<file path="src/rtl/ide_dma_pkg.sv">
package ide_dma_pkg;
  // status bit positions
  localparam int ST_ACT = 0;
  localparam int ST_ERR = 1;
  localparam int ST_INT = 2;
  // command bit positions
  localparam int CMD_GO  = 0;
  localparam int CMD_DIR = 3;
  localparam logic [7:0] CMD_KEEP = 8'h09;
  // window offsets
  localparam logic [2:0] OFF_CMD  = 3'd0;
  localparam logic [2:0] OFF_STAT = 3'd2;
  // descriptor layout
  localparam int DESC_W  = 64;
  localparam int EOT_BIT = 63;

  typedef enum logic [1:0] {WK_IDLE, WK_FETCH, WK_WAIT, WK_MOVE} wk_state_t;
endpackage

</file>
<file path="src/rtl/ide_dma_regs.sv">
module ide_dma_regs
  import ide_dma_pkg::*;
#(
  parameter int IDX_W = 13
) (
  input  logic             clk,
  input  logic             rst_n,
  input  logic             acc_wr,
  input  logic             acc_rd,
  input  logic [2:0]       acc_off,
  input  logic [2:0]       acc_len,
  input  logic [31:0]      acc_wdata,
  input  logic             eng_busy,
  input  logic             desc_adv,
  input  logic             xfer_fin,
  output logic [31:0]      acc_rdata,
  output logic             acc_err,
  output logic [31:0]      tbl_base,
  output logic [IDX_W-1:0] tbl_idx,
  output logic             launch
);
  logic [7:0]       cmd_q, stat_q, stat_nxt;
  logic [31:0]      base_q, base_nxt, base_rd;
  logic [IDX_W-1:0] idx_q;
  logic [1:0]       lane;
  logic [3:0]       lane_end;
  logic             len_ok, hit_cmd, hit_stat, hit_base, acc_ok;
  logic             cmd_wr, stat_wr, base_wr, go_bit, dir_bit;

  assign lane     = acc_off[1:0];
  assign lane_end = {2'b00, lane} + {1'b0, acc_len};
  assign len_ok   = (acc_len != 3'd0) && (acc_len <= 3'd4);
  assign hit_cmd  = (acc_off == OFF_CMD) && len_ok;
  assign hit_stat = (acc_off == OFF_STAT) && (acc_len == 3'd1);
  assign hit_base = acc_off[2] && len_ok && (lane_end <= 4'd4);
  assign acc_ok   = hit_cmd | hit_stat | hit_base;
  assign acc_err  = (acc_wr | acc_rd) & ~acc_ok;

  assign cmd_wr  = acc_wr & hit_cmd;
  assign stat_wr = acc_wr & hit_stat;
  assign base_wr = acc_wr & hit_base;
  assign go_bit  = acc_wdata[CMD_GO];
  assign dir_bit = acc_wdata[CMD_DIR];
  assign launch  = cmd_wr & go_bit & dir_bit & ~eng_busy;

  // byte-lane steering for the base register
  always_comb begin
    base_nxt = base_q;
    base_rd  = '0;
    for (int k = 0; k < 4; k++) begin
      int pos;
      pos = int'(lane) + k;
      if (k < int'(acc_len) && pos < 4) begin
        if (base_wr) base_nxt[8*pos +: 8] = acc_wdata[8*k +: 8];
        base_rd[8*k +: 8] = base_q[8*pos +: 8];
      end
    end
  end

  always_comb begin
    acc_rdata = '0;
    if (hit_cmd)       acc_rdata = {24'd0, cmd_q};
    else if (hit_stat) acc_rdata = {24'd0, stat_q};
    else if (hit_base) acc_rdata = base_rd;
  end

  always_comb begin
    stat_nxt = stat_q;
    if (stat_wr) stat_nxt = acc_wdata[7:0];
    if (cmd_wr && go_bit && !eng_busy) begin
      if (dir_bit) begin
        stat_nxt[ST_ACT] = 1'b1;
      end else begin
        stat_nxt[ST_ERR] = 1'b1;
        stat_nxt[ST_ACT] = 1'b0;
      end
    end
    if (xfer_fin) begin
      stat_nxt[ST_ACT] = 1'b0;
      stat_nxt[ST_ERR] = 1'b0;
      stat_nxt[ST_INT] = 1'b1;
    end
  end

  always_ff @(posedge clk) begin
    if (!rst_n) begin
      cmd_q  <= '0;
      stat_q <= '0;
      base_q <= '0;
      idx_q  <= '0;
    end else begin
      stat_q <= stat_nxt;
      base_q <= base_nxt;
      if (cmd_wr) cmd_q <= acc_wdata[7:0] & CMD_KEEP;
      if (cmd_wr && !go_bit) idx_q <= '0;
      else if (desc_adv)     idx_q <= idx_q + 1'b1;
    end
  end

  assign tbl_base = base_q;
  assign tbl_idx  = idx_q;
endmodule

</file>
<file path="src/rtl/ide_dma_walker.sv">
module ide_dma_walker
  import ide_dma_pkg::*;
#(
  parameter int CNT_W = 16,
  parameter int IDX_W = 13
) (
  input  logic              clk,
  input  logic              rst_n,
  input  logic              launch,
  input  logic [31:0]       tbl_base,
  input  logic [IDX_W-1:0]  tbl_idx,
  output logic              busy,
  output logic              desc_adv,
  output logic              fin,
  output logic              rd_req_valid,
  input  logic              rd_req_ready,
  output logic [31:0]       rd_addr,
  input  logic              rd_rsp_valid,
  input  logic [DESC_W-1:0] rd_rsp_data,
  input  logic              buf_valid,
  output logic              buf_ready,
  input  logic [7:0]        buf_data,
  output logic              wr_valid,
  input  logic              wr_ready,
  output logic [31:0]       wr_addr,
  output logic [7:0]        wr_data
);
  localparam int REM_W = CNT_W + 1;

  wk_state_t        st;
  logic [31:0]      cur_addr;
  logic [REM_W-1:0] remain;
  logic             eot_q, fin_q, move_hs, last_byte;
  logic [CNT_W-1:0] cnt_f;

  assign cnt_f        = rd_rsp_data[32 +: CNT_W];
  assign rd_addr      = tbl_base + ({{(32-IDX_W){1'b0}}, tbl_idx} << 3);
  assign rd_req_valid = (st == WK_FETCH);
  assign wr_valid     = (st == WK_MOVE) & buf_valid;
  assign buf_ready    = (st == WK_MOVE) & wr_ready;
  assign wr_addr      = cur_addr;
  assign wr_data      = buf_data;
  assign move_hs      = (st == WK_MOVE) & buf_valid & wr_ready;
  assign last_byte    = move_hs && (remain == REM_W'(1));
  assign desc_adv     = last_byte;
  assign busy         = (st != WK_IDLE);
  assign fin          = fin_q;

  always_ff @(posedge clk) begin
    if (!rst_n) begin
      st       <= WK_IDLE;
      cur_addr <= '0;
      remain   <= '0;
      eot_q    <= 1'b0;
      fin_q    <= 1'b0;
    end else begin
      fin_q <= 1'b0;
      case (st)
        WK_IDLE:  if (launch) st <= WK_FETCH;
        WK_FETCH: if (rd_req_ready) st <= WK_WAIT;
        WK_WAIT:
          if (rd_rsp_valid) begin
            cur_addr <= rd_rsp_data[31:0];
            remain   <= (cnt_f == '0) ? {1'b1, {CNT_W{1'b0}}} : {1'b0, cnt_f};
            eot_q    <= rd_rsp_data[EOT_BIT];
            st       <= WK_MOVE;
          end
        WK_MOVE:
          if (move_hs) begin
            cur_addr <= cur_addr + 32'd1;
            remain   <= remain - REM_W'(1);
            if (last_byte) begin
              st    <= eot_q ? WK_IDLE : WK_FETCH;
              fin_q <= eot_q;
            end
          end
        default: st <= WK_IDLE;
      endcase
    end
  end
endmodule

</file>
<file path="src/rtl/ide_busdma_chan.sv">
module ide_busdma_chan
  import ide_dma_pkg::*;
#(
  parameter int CNT_W = 16,
  parameter int IDX_W = 13
) (
  input  logic        clk,
  input  logic        rst_n,
  input  logic        acc_wr,
  input  logic        acc_rd,
  input  logic [2:0]  acc_off,
  input  logic [2:0]  acc_len,
  input  logic [31:0] acc_wdata,
  output logic [31:0] acc_rdata,
  output logic        acc_err,
  input  logic        irq_mask,
  output logic        desc_req_valid,
  input  logic        desc_req_ready,
  output logic [31:0] desc_req_addr,
  input  logic        desc_rsp_valid,
  input  logic [63:0] desc_rsp_data,
  input  logic        src_valid,
  output logic        src_ready,
  input  logic [7:0]  src_data,
  output logic        mem_wr_valid,
  input  logic        mem_wr_ready,
  output logic [31:0] mem_wr_addr,
  output logic [7:0]  mem_wr_data,
  output logic        tf_done,
  output logic        irq
);
  logic [31:0]      tbl_base;
  logic [IDX_W-1:0] tbl_idx;
  logic             launch, busy, desc_adv, fin;

  ide_dma_regs #(.IDX_W(IDX_W)) u_regs (
    .clk(clk), .rst_n(rst_n),
    .acc_wr(acc_wr), .acc_rd(acc_rd), .acc_off(acc_off), .acc_len(acc_len),
    .acc_wdata(acc_wdata), .eng_busy(busy), .desc_adv(desc_adv), .xfer_fin(fin),
    .acc_rdata(acc_rdata), .acc_err(acc_err),
    .tbl_base(tbl_base), .tbl_idx(tbl_idx), .launch(launch)
  );

  ide_dma_walker #(.CNT_W(CNT_W), .IDX_W(IDX_W)) u_walk (
    .clk(clk), .rst_n(rst_n), .launch(launch),
    .tbl_base(tbl_base), .tbl_idx(tbl_idx),
    .busy(busy), .desc_adv(desc_adv), .fin(fin),
    .rd_req_valid(desc_req_valid), .rd_req_ready(desc_req_ready), .rd_addr(desc_req_addr),
    .rd_rsp_valid(desc_rsp_valid), .rd_rsp_data(desc_rsp_data),
    .buf_valid(src_valid), .buf_ready(src_ready), .buf_data(src_data),
    .wr_valid(mem_wr_valid), .wr_ready(mem_wr_ready),
    .wr_addr(mem_wr_addr), .wr_data(mem_wr_data)
  );

  assign tf_done = fin;
  assign irq     = fin & ~irq_mask;
endmodule

</file>
<file path="config.mk">
export PLATFORM = sky130hd
export DESIGN_NAME = ide_busdma_chan
export DESIGN_NICKNAME = d
export VERILOG_FILES = /design/src/rtl/ide_dma_pkg.sv /design/src/rtl/ide_dma_regs.sv /design/src/rtl/ide_dma_walker.sv /design/src/rtl/ide_busdma_chan.sv
export SDC_FILE = /design/constraint.sdc
export NUM_CORES = 1
export LEC_CHECK = 0
export CAP_MARGIN = 30
export CORE_MARGIN = 1
export CORE_UTILIZATION = 45
export DETAILED_ROUTE_END_ITERATION = 7
export PLACE_DENSITY = 0.78
export SKIP_CTS_REPAIR_TIMING = 1
export SLEW_MARGIN = 20
export SYNTH_ARGS = -nofsm -noshare
export SYNTH_HDL_FRONTEND = slang
export SYNTH_HIERARCHICAL = 1
export SYNTH_SLANG_ARGS = --single-unit
</file>
<file path="constraint.sdc">
create_clock -name clk -period 3.8 [get_ports clk]
set_clock_uncertainty 0.05 [all_clocks]
set_input_delay 0.57 -clock clk [delete_from_list [all_inputs] [get_ports clk]]
set_output_delay 0.57 -clock clk [all_outputs]
set_load 0.02 [all_outputs]
</file>
==> results.cfg, run 1 <==
[run_status]
status = finished clean

[pwr]
p_clk_share_pct = 37.3
swShare_pct = 29.9
p_leak_uw = 0.00507
internal-power_uw = 2130
p_seq_share_pct = 39.9
combPwrFrac_pct = 22.8
p_sw_uw = 912
powerDensity_nw_per_um2 = 268
ir_drop_v = 0.000291
finalPower_uw = 3050

[clocking]
htreeDepth = 3
cts_tree = done
clk_pin_slew_ps = 80
clock_path_buffers = 2
clock-sinks = 108
root_buffer = clkbuf_16
numCtsBuffers = 9
clk_latency_ps = 360

[logic_synthesis]
yosys_most_used_dff = dfxtp_1
syn-num-nets = 1308
synth_seq_cells = 108
ys_warn_count = 6
synth-async-reset-ratio_pct = 0
synth.distinct_cells = 76
ys_seq_area_share_pct = 25.4
synth_area_um2 = 8510
syn-mean-instance-area_um2 = 7.37
syn_inst = 1155
synth-edff-count = 0

[grt]
grt_use_total_pct = 29.9
grt_max_degree = 63
overflow = 0
antenna_found_initial = 1
grt_pass1_wl_um = 46600
first_global_vias = 8734

[critical_path]
crit_path_end_kind = output port
critPathLaunchType = flip-flop
reg2reg_to = u_regs/tbl_idx[12]
worst_path_max_delay_cell = clkdlybuf4s50_1
reg2reg_depth = 10
r2r-start = u_walk/remain[4]
path_class = reg -> out
worstPathCellList = ha_1 > a21o_1 > and4_1 > o21ai_1 > a21oi_1 > buf_4 > o21ai_0 > xnor2_1 > clkdlybuf4s50_1
worstPathArrival_ps = 3010
critPathMaxFanout = 8
r2r_slack_ps = 1020
required_ps = 3180
cp_slowest_stage_delay_ps = 630

[sta]
finalHoldViolCount = 0
setup_slack_ps = 169
worstMarginPinSlew_ps = 801
slew_headroom_pct = 46.3
rsz0062_at_grt = no
setup_viol = 0
min_period_ps = 3630
period_share_pct = 95.6
max_clock_freq_mhz = 275
slew_viol_final = 0

[finish]
fillCellCount = 1615
final_common_cell = clkdlybuf4s50_1
final_cell_mix = 153 x clkdlybuf4s50_1, 127 x nor2_1, 120 x nand2_1, 108 x a21oi_1, 108 x dfxtp_1
final_util_pct = 62.2
synthToLayoutAreaGrowth_pct = 33.6
antenna_cells = 0
multi_input_area_um2 = 5910
finalNetCount = 1504
drive_above_1_share_pct = 9.29
regArea_um2 = 2160

[min_path]
worstHoldPathCells = 2
whs_endpoint = u_walk/remain[14]
hp-start = u_walk/remain[14]
hp-class = reg -> reg

[detailed_routing]
ant_nets = 0
drt_pre_antenna_iters = 6
vias_per_cell = 6.07
top_layer_used = met5
wl_met3_um = 2490
wl_met2_um = 13600
num_vias = 9614
drt_wl_total_um = 29900
drt_iter0_drc = 1034
wl_per_cell_um = 18.9
drc = 0
wl_met1_um = 12800

[run]
max_cap_viol_count = 0

[placement]
place_ws_ps = -274
gp_congestion = 0.996
port_buffers = 197
hpwl_um = 22400

[die]
die-height_um = 140
core_area_um2 = 18300
dieArea_um2 = 19500
die_w_um = 140
ios = 229
start_util_pct = 46.6
rows = 49
critical path, delay by kind of cell, from the launching register on:
family,cells,cell delay [ps]
buffers and inverters,2,800
AO/OA/AOI/OAI,4,720
flip-flops,1,460
adder cells (fa/ha/maj),1,280
AND/OR/NAND/NOR,1,210
XOR/XNOR,1,170
routing by layer:
metal | track usage [%] | vias up
met5 | 0 | -
met3 | 4.09 | 70
met1 | 40.6 | 4453
li1 | - | 4607
met4 | 13.3 | 2
met2 | 46.9 | 482
Yosys cell counts (all sizes together) (10+ instances only):
cell type | instances | area, um2
nor2 | 127 | 477
nand2 | 124 | 470
a21oi | 108 | 541
dfxtp | 108 | 2160
o21ai | 74 | 370
nand3 | 52 | 265
clkbuf | 49 | 194
mux2i | 36 | 360
ha | 32 | 400
and2 | 31 | 194
and3 | 28 | 180
inv | 26 | 97.6
buf | 25 | 174
a21o | 21 | 158
nor3 | 21 | 105
or3 | 21 | 133
xnor2 | 20 | 175
xor2 | 19 | 166
a211oi | 18 | 135
a221oi | 17 | 149
nand4 | 17 | 113
nor4 | 17 | 134
a31oi | 16 | 100
nor2b | 15 | 101
a22oi | 14 | 105
nand2b | 13 | 81.3
o22ai | 13 | 81.3
a32oi | 10 | 87.6
flip-flops by register name (all words and copies together) (netlist names):
signal / count
u_regs/tbl_idx: 13
u_regs/cmd_q: 2
u_walk/remain: 17
u_walk/fin: 1
u_walk/wr_addr: 32
u_regs/stat_q: 8
u_regs/tbl_base: 32
u_walk/eot_q: 1
u_walk/st: 2
worst max path at each step:
stage                 startpoint                end  slack (ps)  cells after the start
6_report       u_regs/tbl_idx[1]  desc_req_addr[28]         170                      9
5_1_grt               acc_len[0]      acc_rdata[25]           3                     11
4_1_cts               acc_off[0]      acc_rdata[12]        -280                     11
3_5_place_dp          acc_off[0]      acc_rdata[12]        -270                     11
3_3_place_gp          acc_off[0]      acc_rdata[11]        -190                     11
2_1_floorplan         acc_off[1]      acc_rdata[16]          70                     11
power by group through the flow:
stage	registers, uW	clock network (uW)	logic (uW)
after detailed placement	1240	0	680
after floorplan	1250	0	367
after CTS	1210	1140	685
final	1210	1140	694
after global placement	1240	0	670
after global routing	1220	1190	750
per-stage QoR:
stage / cell area (um2) / TNS [ps] / hold WS [ps] / instances
after floorplan: 8520 / 0 / 376 / 1155
after global placement: 10900 / -4560 / 398 / 1566
after detailed placement: 10900 / -6270 / 400 / 1566
after CTS: 11200 / -7090 / 412 / 1582
after global routing: 11400 / 0 / 446 / 1585
final: 11400 / 0 / 411 / 1585
layout make-up:
cell class                 count  area share [%]
multi-input combinational    946            52.0
sequential                   108            19.0
clock buffer                   9            1.98
tap                          229            2.52
inverter                      27           0.892
clock inverter                 7            1.19
timing repair buffer         259            22.4
kinds of logic after synthesis:
family	count (synthesis)	synth area share (%)
buffers and inverters	101	5.51
multiplexers	44	5.29
AO/OA/AOI/OAI	338	25.2
adder cells (fa/ha/maj)	34	5.18
flip-flops	108	25.4
AND/OR/NAND/NOR	491	29.4
XOR/XNOR	39	4.01
Power figures use the tool's default switching activity.
==> run 2: changes to the inputs <==
--- a/config.mk
+++ b/config.mk
@@ -5,7 +5,8 @@
 export SDC_FILE = /design/constraint.sdc
 export NUM_CORES = 1
 export LEC_CHECK = 0
-export CAP_MARGIN = 30
+export CAP_MARGIN = 5
+export CORE_ASPECT_RATIO = 0.9
 export CORE_MARGIN = 1
 export CORE_UTILIZATION = 45
 export DETAILED_ROUTE_END_ITERATION = 7
==> results.cfg, run 2 (synthesis results as in run 1) <==
[run_status]
status = finished, violations left
failed_checks = setup timing

[sta]
setup_viol = 1
fin_setup_tns_ps = -44.5
slew_headroom_pct = 36.1
period_share_pct = 101
max_clock_freq_mhz = 260
finalHoldViolCount = 0
slew_viol_final = 0
setup_slack_ps = -44.5
worstMarginPinSlew_ps = 952
min_period_ps = 3840
rsz0062_at_grt = yes

[detailed_routing]
wl_per_cell_um = 18.4
drt_wl_total_um = 29400
drt_iter0_drc = 981
drt_pre_antenna_iters = 6
num_vias = 9602
drc = 0
vias_per_cell = 6.02
ant_nets = 0

[clocking]
clk_pin_slew_ps = 70
clock-sinks = 108
cts_tree = done
clk_latency_ps = 350
root_buffer = clkbuf_16
clock_path_buffers = 2
numCtsBuffers = 9
htreeDepth = 3

[grt]
grt_pass1_wl_um = 45800
overflow = 0
grt_max_degree = 56
grt_use_total_pct = 29.3
first_global_vias = 8588
antenna_found_initial = 0

[finish]
layout.cells.non_filler = 1595
final_common_cell = clkdlybuf4s50_1
finalNetCount = 1499
regArea_um2 = 2160
fillCellCount = 1673
final_util_pct = 60.8
antenna_cells = 0
synthToLayoutAreaGrowth_pct = 31.9
final_cell_mix = 154 x clkdlybuf4s50_1, 127 x nor2_1, 121 x nand2_1, 108 x a21oi_1, 107 x dfxtp_1
drive_above_1_share_pct = 9.33
multi_input_area_um2 = 5910

[critical_path]
path_class = in -> out
worstPathArrival_ps = 3220
reg2reg_depth = 10
required_ps = 3180
critPathLaunchType = input port
critPathMaxFanout = 36
crit_path_end_kind = output port
reg2reg_to = u_regs/tbl_idx[11]
r2r-start = u_walk/remain[11]
crit_start = acc_off[0]
r2r_slack_ps = 950

[min_path]
whs_endpoint = u_walk/remain[14]
hp-start = u_walk/remain[14]
worstHoldPathCells = 2
hp-class = reg -> reg

[pwr]
combPwrFrac_pct = 23.9
swShare_pct = 30.0
p_seq_share_pct = 42.6
internal-power_uw = 2000
ir_drop_v = 0.000250
p_leak_uw = 0.00489
p_clk_share_pct = 33.5
powerDensity_nw_per_um2 = 254
p_sw_uw = 857

[run]
max_cap_viol_count = 0

[die]
rows = 47
dieArea_um2 = 19500
ios = 229
die_w_um = 147
die-height_um = 132
core_area_um2 = 18500
start_util_pct = 46.1

[placement]
port_buffers = 197
place_ws_ps = -282
gp_congestion = 1.01
hpwl_um = 22200
place_inst = 1579
==> run 2: routing by layer <==
| layer | track usage, % | wire length [um] |
|---|---|---|
| met3 | 5.34 | 2600 |
| met4 | 11.9 | 943 |
| met1 | 40.0 | 12700 |
| met2 | 45.4 | 13100 |
| met5 | 0 | 0 |
==> run 2: metrics by stage <==
stage | total power (uW) | hold slack (ps) | instance area (um2)
floorplan | 1620 | 376 | 8520
global placement | 1900 | 393 | 10900
detailed placement | 1910 | 408 | 10900
CTS | 2860 | 418 | 11200
global route | 2980 | 444 | 11200
finish | 2860 | 429 | 11200
==> run 2: cell type report <==
class / count / share of cell area, %
sequential: 108 / 19.3
multi-input combinational: 946 / 52.7
clock buffer: 11 / 2.16
inverter: 27 / 0.903
clock inverter: 4 / 0.435
tap: 245 / 2.73
timing repair buffer: 254 / 21.8
==> run 2: worst max-delay path by stage <==
| stage | end | cells past startpoint |
|---|---|---|
| 2_1_floorplan | acc_rdata[16] | 11 |
| 3_3_place_gp | acc_rdata[9] | 11 |
| 3_5_place_dp | acc_rdata[14] | 11 |
| 4_1_cts | acc_rdata[9] | 11 |
| 5_1_grt | acc_err | 7 |
| 6_report | acc_err | 7 |
==> run 2: worst max-delay path, stage by stage <==
cell,delay (ps)
clkdlybuf4s50_1,500
buf_4,410
inv_1,170
ha_1,250
and4b_1,390
nor4_2,280
clkdlybuf4s50_1,640
==> run 2: power by group through the flow <==
stage	logic, uW	registers, uW	clock network, uW
2_1_floorplan	367	1250	0
4_1_cts	674	1210	970
3_5_place_dp	671	1240	0
6_report	683	1220	957
5_1_grt	737	1220	1020
3_3_place_gp	660	1240	0
